<file path="src/rtl/stby_pkg.sv">
package stby_pkg;

    typedef enum logic [2:0] {
        MD_RUN    = 3'd0,
        MD_HALT   = 3'd1,
        MD_HALT2  = 3'd2,
        MD_SLEEP  = 3'd3,
        MD_SETTLE = 3'd4
    } mode_e;

    typedef struct packed {
        logic cpu;
        logic bcu;
        logic bus;
        logic dma;
        logic fosc;
        logic presc;
        logic periph;
        logic refresh;
    } gate_t;

    localparam logic [1:0] ADR_PWR  = 2'd0;
    localparam logic [1:0] ADR_OPT  = 2'd1;
    localparam logic [1:0] ADR_STAB = 2'd2;

    localparam int OPT_DEEP_BIT = 0;
    localparam int OPT_BREL_BIT = 1;
    localparam int PWR_SOSC_BIT = 0;

    function automatic gate_t gates_for(mode_e m);
        gate_t g;
        g = '{default: 1'b1};
        case (m)
            MD_RUN:    g = '{default: 1'b1};
            MD_HALT:   g.cpu = 1'b0;
            MD_HALT2,
            MD_SETTLE: begin
                g.cpu     = 1'b0;
                g.bcu     = 1'b0;
                g.bus     = 1'b0;
                g.dma     = 1'b0;
                g.refresh = 1'b0;
            end
            MD_SLEEP:  g = '{default: 1'b0};
            default:   g = '{default: 1'b1};
        endcase
        return g;
    endfunction

endpackage

</file>
<file path="src/rtl/stby_cfg_regs.sv">
module stby_cfg_regs
    import stby_pkg::*;
#(
    parameter int ADDR_W   = 2,
    parameter int DATA_W   = 16,
    parameter int STAB_W   = 16,
    parameter int STAB_RST = 16
) (
    input  logic              clk,
    input  logic              rst,
    input  logic              wr_en,
    input  logic [ADDR_W-1:0] wr_addr,
    input  logic [DATA_W-1:0] wr_data,
    output logic              sosc_on,
    output logic              halt_deep,
    output logic              brel_en,
    output logic [STAB_W-1:0] stab_len
);
    localparam logic [ADDR_W-1:0] A_PWR  = ADDR_W'(ADR_PWR);
    localparam logic [ADDR_W-1:0] A_OPT  = ADDR_W'(ADR_OPT);
    localparam logic [ADDR_W-1:0] A_STAB = ADDR_W'(ADR_STAB);

    always_ff @(posedge clk) begin
        if (rst) begin
            sosc_on   <= 1'b1;
            halt_deep <= 1'b0;
            brel_en   <= 1'b0;
            stab_len  <= STAB_W'(STAB_RST);
        end else if (wr_en) begin
            case (wr_addr)
                A_PWR:  sosc_on <= wr_data[PWR_SOSC_BIT];
                A_OPT: begin
                    halt_deep <= wr_data[OPT_DEEP_BIT];
                    brel_en   <= wr_data[OPT_BREL_BIT];
                end
                A_STAB: stab_len <= wr_data[STAB_W-1:0];
                default: ;
            endcase
        end
    end
endmodule

</file>
<file path="src/rtl/stby_wake.sv">
module stby_wake #(
    parameter int IRQ_N  = 8,
    parameter int PORT_N = 4
) (
    input  logic [IRQ_N-1:0]  irq_pend,
    input  logic [PORT_N-1:0] port_lvl,
    input  logic [PORT_N-1:0] port_msk,
    output logic              wake
);
    logic [PORT_N-1:0] port_hit;

    for (genvar i = 0; i < PORT_N; i++) begin : g_port
        assign port_hit[i] = port_lvl[i] & port_msk[i];
    end

    assign wake = (|irq_pend) | (|port_hit);
endmodule

</file>
<file path="src/rtl/stby_fsm.sv">
module stby_fsm
    import stby_pkg::*;
#(
    parameter int STAB_W = 16
) (
    input  logic              clk,
    input  logic              rst,
    input  logic              halt_stb,
    input  logic              sleep_stb,
    input  logic              bus_req,
    input  logic              brel_en,
    input  logic              halt_deep,
    input  logic              wake,
    input  logic [STAB_W-1:0] stab_len,
    output mode_e             mode,
    output logic              bus_gnt
);
    mode_e             mode_q, mode_d;
    logic              by_bus_q, by_bus_d;
    logic [STAB_W-1:0] ctr_q, ctr_d;

    always_comb begin
        mode_d   = mode_q;
        by_bus_d = by_bus_q;
        ctr_d    = ctr_q;
        case (mode_q)
            MD_RUN: begin
                if (bus_req && brel_en) begin
                    mode_d   = MD_HALT;
                    by_bus_d = 1'b1;
                end else if (!wake) begin
                    if (sleep_stb) begin
                        mode_d = MD_SLEEP;
                    end else if (halt_stb) begin
                        mode_d   = halt_deep ? MD_HALT2 : MD_HALT;
                        by_bus_d = 1'b0;
                    end
                end
            end
            MD_HALT: begin
                if (by_bus_q) begin
                    if (!bus_req) begin
                        mode_d   = MD_RUN;
                        by_bus_d = 1'b0;
                    end
                end else if (wake) begin
                    mode_d = MD_RUN;
                end
            end
            MD_HALT2: begin
                if (wake) mode_d = MD_RUN;
            end
            MD_SLEEP: begin
                if (wake) begin
                    if (stab_len == '0) begin
                        mode_d = MD_RUN;
                    end else begin
                        mode_d = MD_SETTLE;
                        ctr_d  = stab_len;
                    end
                end
            end
            MD_SETTLE: begin
                if (ctr_q <= STAB_W'(1)) begin
                    mode_d = MD_RUN;
                    ctr_d  = '0;
                end else begin
                    ctr_d = ctr_q - STAB_W'(1);
                end
            end
            default: begin
                mode_d   = MD_RUN;
                by_bus_d = 1'b0;
            end
        endcase
    end

    always_ff @(posedge clk) begin
        if (rst) begin
            mode_q   <= MD_RUN;
            by_bus_q <= 1'b0;
            ctr_q    <= '0;
        end else begin
            mode_q   <= mode_d;
            by_bus_q <= by_bus_d;
            ctr_q    <= ctr_d;
        end
    end

    assign mode    = mode_q;
    assign bus_gnt = by_bus_q;
endmodule

</file>
<file path="src/rtl/stby_pwr_ctrl.sv">
module stby_pwr_ctrl
    import stby_pkg::*;
#(
    parameter int ADDR_W   = 2,
    parameter int DATA_W   = 16,
    parameter int STAB_W   = 16,
    parameter int STAB_RST = 16,
    parameter int IRQ_N    = 8,
    parameter int PORT_N   = 4
) (
    input  logic              clk,
    input  logic              rst,
    input  logic              wr_en,
    input  logic [ADDR_W-1:0] wr_addr,
    input  logic [DATA_W-1:0] wr_data,
    input  logic              halt_stb,
    input  logic              sleep_stb,
    input  logic              bus_req,
    input  logic [IRQ_N-1:0]  irq_pend,
    input  logic [PORT_N-1:0] port_lvl,
    input  logic [PORT_N-1:0] port_msk,
    output logic              en_cpu,
    output logic              en_bcu,
    output logic              en_bus,
    output logic              en_dma,
    output logic              en_fosc,
    output logic              en_presc,
    output logic              en_periph,
    output logic              en_refresh,
    output logic              en_sosc,
    output logic              bus_gnt,
    output logic [2:0]        mode_o
);
    logic              sosc_on, halt_deep, brel_en, wake;
    logic [STAB_W-1:0] stab_len;
    mode_e             mode;
    gate_t             gates;

    stby_cfg_regs #(
        .ADDR_W(ADDR_W), .DATA_W(DATA_W), .STAB_W(STAB_W), .STAB_RST(STAB_RST)
    ) u_cfg (
        .clk(clk), .rst(rst), .wr_en(wr_en), .wr_addr(wr_addr), .wr_data(wr_data),
        .sosc_on(sosc_on), .halt_deep(halt_deep), .brel_en(brel_en), .stab_len(stab_len)
    );

    stby_wake #(.IRQ_N(IRQ_N), .PORT_N(PORT_N)) u_wake (
        .irq_pend(irq_pend), .port_lvl(port_lvl), .port_msk(port_msk), .wake(wake)
    );

    stby_fsm #(.STAB_W(STAB_W)) u_fsm (
        .clk(clk), .rst(rst), .halt_stb(halt_stb), .sleep_stb(sleep_stb),
        .bus_req(bus_req), .brel_en(brel_en), .halt_deep(halt_deep), .wake(wake),
        .stab_len(stab_len), .mode(mode), .bus_gnt(bus_gnt)
    );

    assign gates      = gates_for(mode);
    assign en_cpu     = gates.cpu;
    assign en_bcu     = gates.bcu;
    assign en_bus     = gates.bus;
    assign en_dma     = gates.dma;
    assign en_fosc    = gates.fosc;
    assign en_presc   = gates.presc;
    assign en_periph  = gates.periph;
    assign en_refresh = gates.refresh;
    assign en_sosc    = sosc_on;
    assign mode_o     = mode;
endmodule

</file>
<file path="config.mk">
export PLATFORM = sky130hd
export DESIGN_NAME = stby_pwr_ctrl
export DESIGN_NICKNAME = d
export VERILOG_FILES = /design/src/rtl/stby_pkg.sv /design/src/rtl/stby_cfg_regs.sv /design/src/rtl/stby_wake.sv /design/src/rtl/stby_fsm.sv /design/src/rtl/stby_pwr_ctrl.sv
export SDC_FILE = /design/constraint.sdc
export NUM_CORES = 1
export LEC_CHECK = 0
export ABC_AREA = 1
export BUFFER_PORTS_ARGS = -buffer_cell sky130_fd_sc_hd__buf_2
export CAP_MARGIN = 40
export CORE_MARGIN = 4
export CORE_UTILIZATION = 54
export CTS_CLUSTER_DIAMETER = 50
export CTS_CLUSTER_SIZE = 8
export DETAILED_ROUTE_END_ITERATION = 7
export PLACE_DENSITY_LB_ADDON = 0.15
export SLEW_MARGIN = 15
export SYNTH_ARGS = -nofsm -noshare
export SYNTH_HDL_FRONTEND = slang
export SYNTH_SLANG_ARGS = --single-unit
</file>
<file path="constraint.sdc">
create_clock -name clk -period 1.76 [get_ports clk]
set_clock_uncertainty 0.15 [all_clocks]
set_input_delay 0.176 -clock clk [delete_from_list [all_inputs] [get_ports clk]]
set_output_delay 0.176 -clock clk [all_outputs]
set_load 0.01 [all_outputs]
</file>
==> impl_metrics.tcl <==
set metrics [dict create \
    worst_slew_pin_slew_ns 0.343 \
    worst_slack_ns 0.0679 \
    grt_pass1_wl_um 9620 \
    fin_crit_sh 0.961 \
    grtUsageTotal 0.229 \
    p_int_mw 1.95 \
    seqPwrFrac 0.325 \
    place_hpwl_um 4200 \
    max_freq_mhz 591 \
    cts.clk_slew.worst_paths_ns 0.08 \
    cp-start-kind "register" \
    crit_required_ns 1.80 \
    n_fill_cell 349 \
    synthesis.area_um2 2330 \
    wl_met3_um 522 \
    clockBufferDepth 2 \
    fin_area_um2 2920 \
    postLayoutCoreUtil 0.715 \
    crit_chain "inv_1, nor2_4, inv_2, nand2_4, nand3_4, buf_4, nor3_1, nor2_1" \
    hp-class "in -> reg" \
    switchingPower_mw 1.37 \
    dr_total_vias 2513 \
    multiInputGateArea_um2 1350 \
    syn_to_final_growth_pct 25.5 \
    gp_congestion 0.922 \
    cts_made_buffers 5 \
    wl_per_cell_um 12.5 \
    cp.depth 8 \
    max_slew_margin 0.769 \
    die_x_um 73.7 \
    ff_latch_area_um2 785 \
    ant_nets 0 \
    clk_latency_ns 0.29 \
    slowest_delay_ns 0.41 \
    setup_viol 0 \
    hold_violations 0 \
    seq_area_frac_synth 0.335 \
    ys.warnings.count 0 \
    drc 0 \
    start_util 0.570 \
    grt_pass1_vias 2195 \
    num_rows 23 \
    drt_iter0_markers 194 \
    final_nets 475 \
    synthesis.nets 406 \
    crit_slowest_cell "dfxtp_1" \
    post_dp_cell_area_um2 2620 \
    n_antenna_cell 0 \
    wl_met1_um 2640 \
    period_minus_slack_ns 1.69 \
    ys_ff_latch 39 \
    end_kind "register" \
    swShare 0.413 \
    postCtsSetupRepairBufs 0 \
    cts_tree "built" \
    cellLeakagePower_nw 1.48 \
    viasPerCell 5.19 \
    arrival_ns 1.73 \
    worstSetupPathType "reg -> reg" \
    cts_root_buf "clkbuf_8" \
    antenna_found_initial 0 \
    finalWirelength_um 6030 \
    grt_start_max_net_pins 29 \
    post_synth.cell_area_avg_um2 6.40 \
    highest_layer "met4" \
    drive_above_1_share 0.249 \
    htree_levels 2 \
    synth_cell_types 30 \
    first_pass_iters 4 \
    core_area_um2 4090 \
    holdPathStages 3 \
    io_pins 53 \
    clkPwrFrac 0.202 \
    final_common_cell "nor2_1" \
    dieArea_um2 5430 \
    powerDensity_nw_per_um2 1140 \
    clock-sinks 39 \
    hold_slack_ns 0.0136 \
    syn_inst 364 \
    cp_top_family "simple AND/OR/NAND/NOR gates" \
    io_buffers 52 \
    mostFrequentLayoutCells "nor2_1 (101), nand2_1 (61), buf_2 (52)" \
    worstPathMaxFanout 7 \
    die_h_um 73.7 \
    grt-ovfl-total 0 \
    pwr-share-comb 0.473 \
    power_mw 3.32 \
    dr_wl_met2_um 2790 \
    drv_cap 0 \
    path_buf_inv 3 \
    post-place-ws_ns 0.0492 \
    maxSlewViolCount 0 \
    status "finished clean" \
    r2r_cells 8 \
    ir_drop_mv 0.658 \
]
[final cells by class]
cell class	count	share of cell area
clock buffers	7	0.0330
clock inverters	1	0.00257
inverters	31	0.0433
multi-input cells	280	0.463
flip-flops and latches	39	0.269
well taps	50	0.0214
repair buffers	76	0.168
[sequential cells by signal, summed over array words and instances, names as in the netlist]
signal	count
u_cfg.halt_deep	1
u_cfg.stab_len	16
u_fsm.ctr_q	16
u_cfg.sosc_on	1
u_fsm.bus_gnt	1
u_cfg.brel_en	1
u_fsm.mode	3
[power groups by stage]
stage	combinational [mW]	clock, mW	sequential (mW)
after floorplan	1.11	0	1.09
after global routing	1.74	0.725	1.09
after global placement	1.41	0	1.09
final	1.57	0.673	1.08
after CTS	1.48	0.682	1.07
after detailed placement	1.44	0	1.09
[metrics by stage]
stage               instances  setup TNS (ns)
floorplan                 364               0
global placement          459               0
detailed placement        459               0
CTS                       482               0
global route              484         -0.0478
finish                    484               0
[worst register-to-register path, delay by kind of cell, from the launching register on]
kind | cells | cell delay, ns
buffers and inverters | 3 | 0.40
AND/OR/NAND/NOR | 5 | 0.64
flip-flops | 1 | 0.41
[worst paths after layout]
check | start | end | slack [ns]
min reg2reg | u_cfg.stab_len[1] | u_cfg.stab_len[1] | 0.33
max reg2reg | u_fsm.mode[0] | u_fsm.ctr_q[14] | 0.07
min | wr_data[3] | u_cfg.stab_len[3] | 0.01
max | u_fsm.mode[0] | u_fsm.ctr_q[14] | 0.07
[synthesized netlist by cell type (all sizes together)]
cell / n / area (um2)
nor2: 114 / 463
nand2: 70 / 290
o21ai: 43 / 215
dfxtp: 39 / 781
inv: 31 / 121
a21oi: 13 / 65.1
nand3: 10 / 67.6
buf: 9 / 80.1
clkbuf: 7 / 30.0
xor2: 6 / 52.6
nor3: 5 / 30.0
o22ai: 5 / 31.3
xnor2: 5 / 43.8
nand4: 4 / 25.0
ha: 2 / 25.0
o31ai: 1 / 7.51
[cell families (layout without fill, tap and decap cells)]
kind of cell	after synthesis	in the layout	share of synthesized area
AND/OR/NAND/NOR	203	205	0.376
buffers and inverters	47	115	0.0994
adder cells (fa/ha/maj)	2	2	0.0107
flip-flops	39	39	0.335
AO/OA/AOI/OAI	62	62	0.137
XOR/XNOR	11	11	0.0414
[what timing repair did]
action,in CTS,in global routing
hold endpoints to repair,15,0
hold buffers,15,0
resized for setup,0,14
endpoints found under the setup margin,0,36
[routing by layer]
metal,track usage,vias up
met3,0.0547,7
li1,-,1298
met1,0.296,1111
met5,0,-
met2,0.371,97
met4,0.0765,0
(Power assumes the default switching activity.)
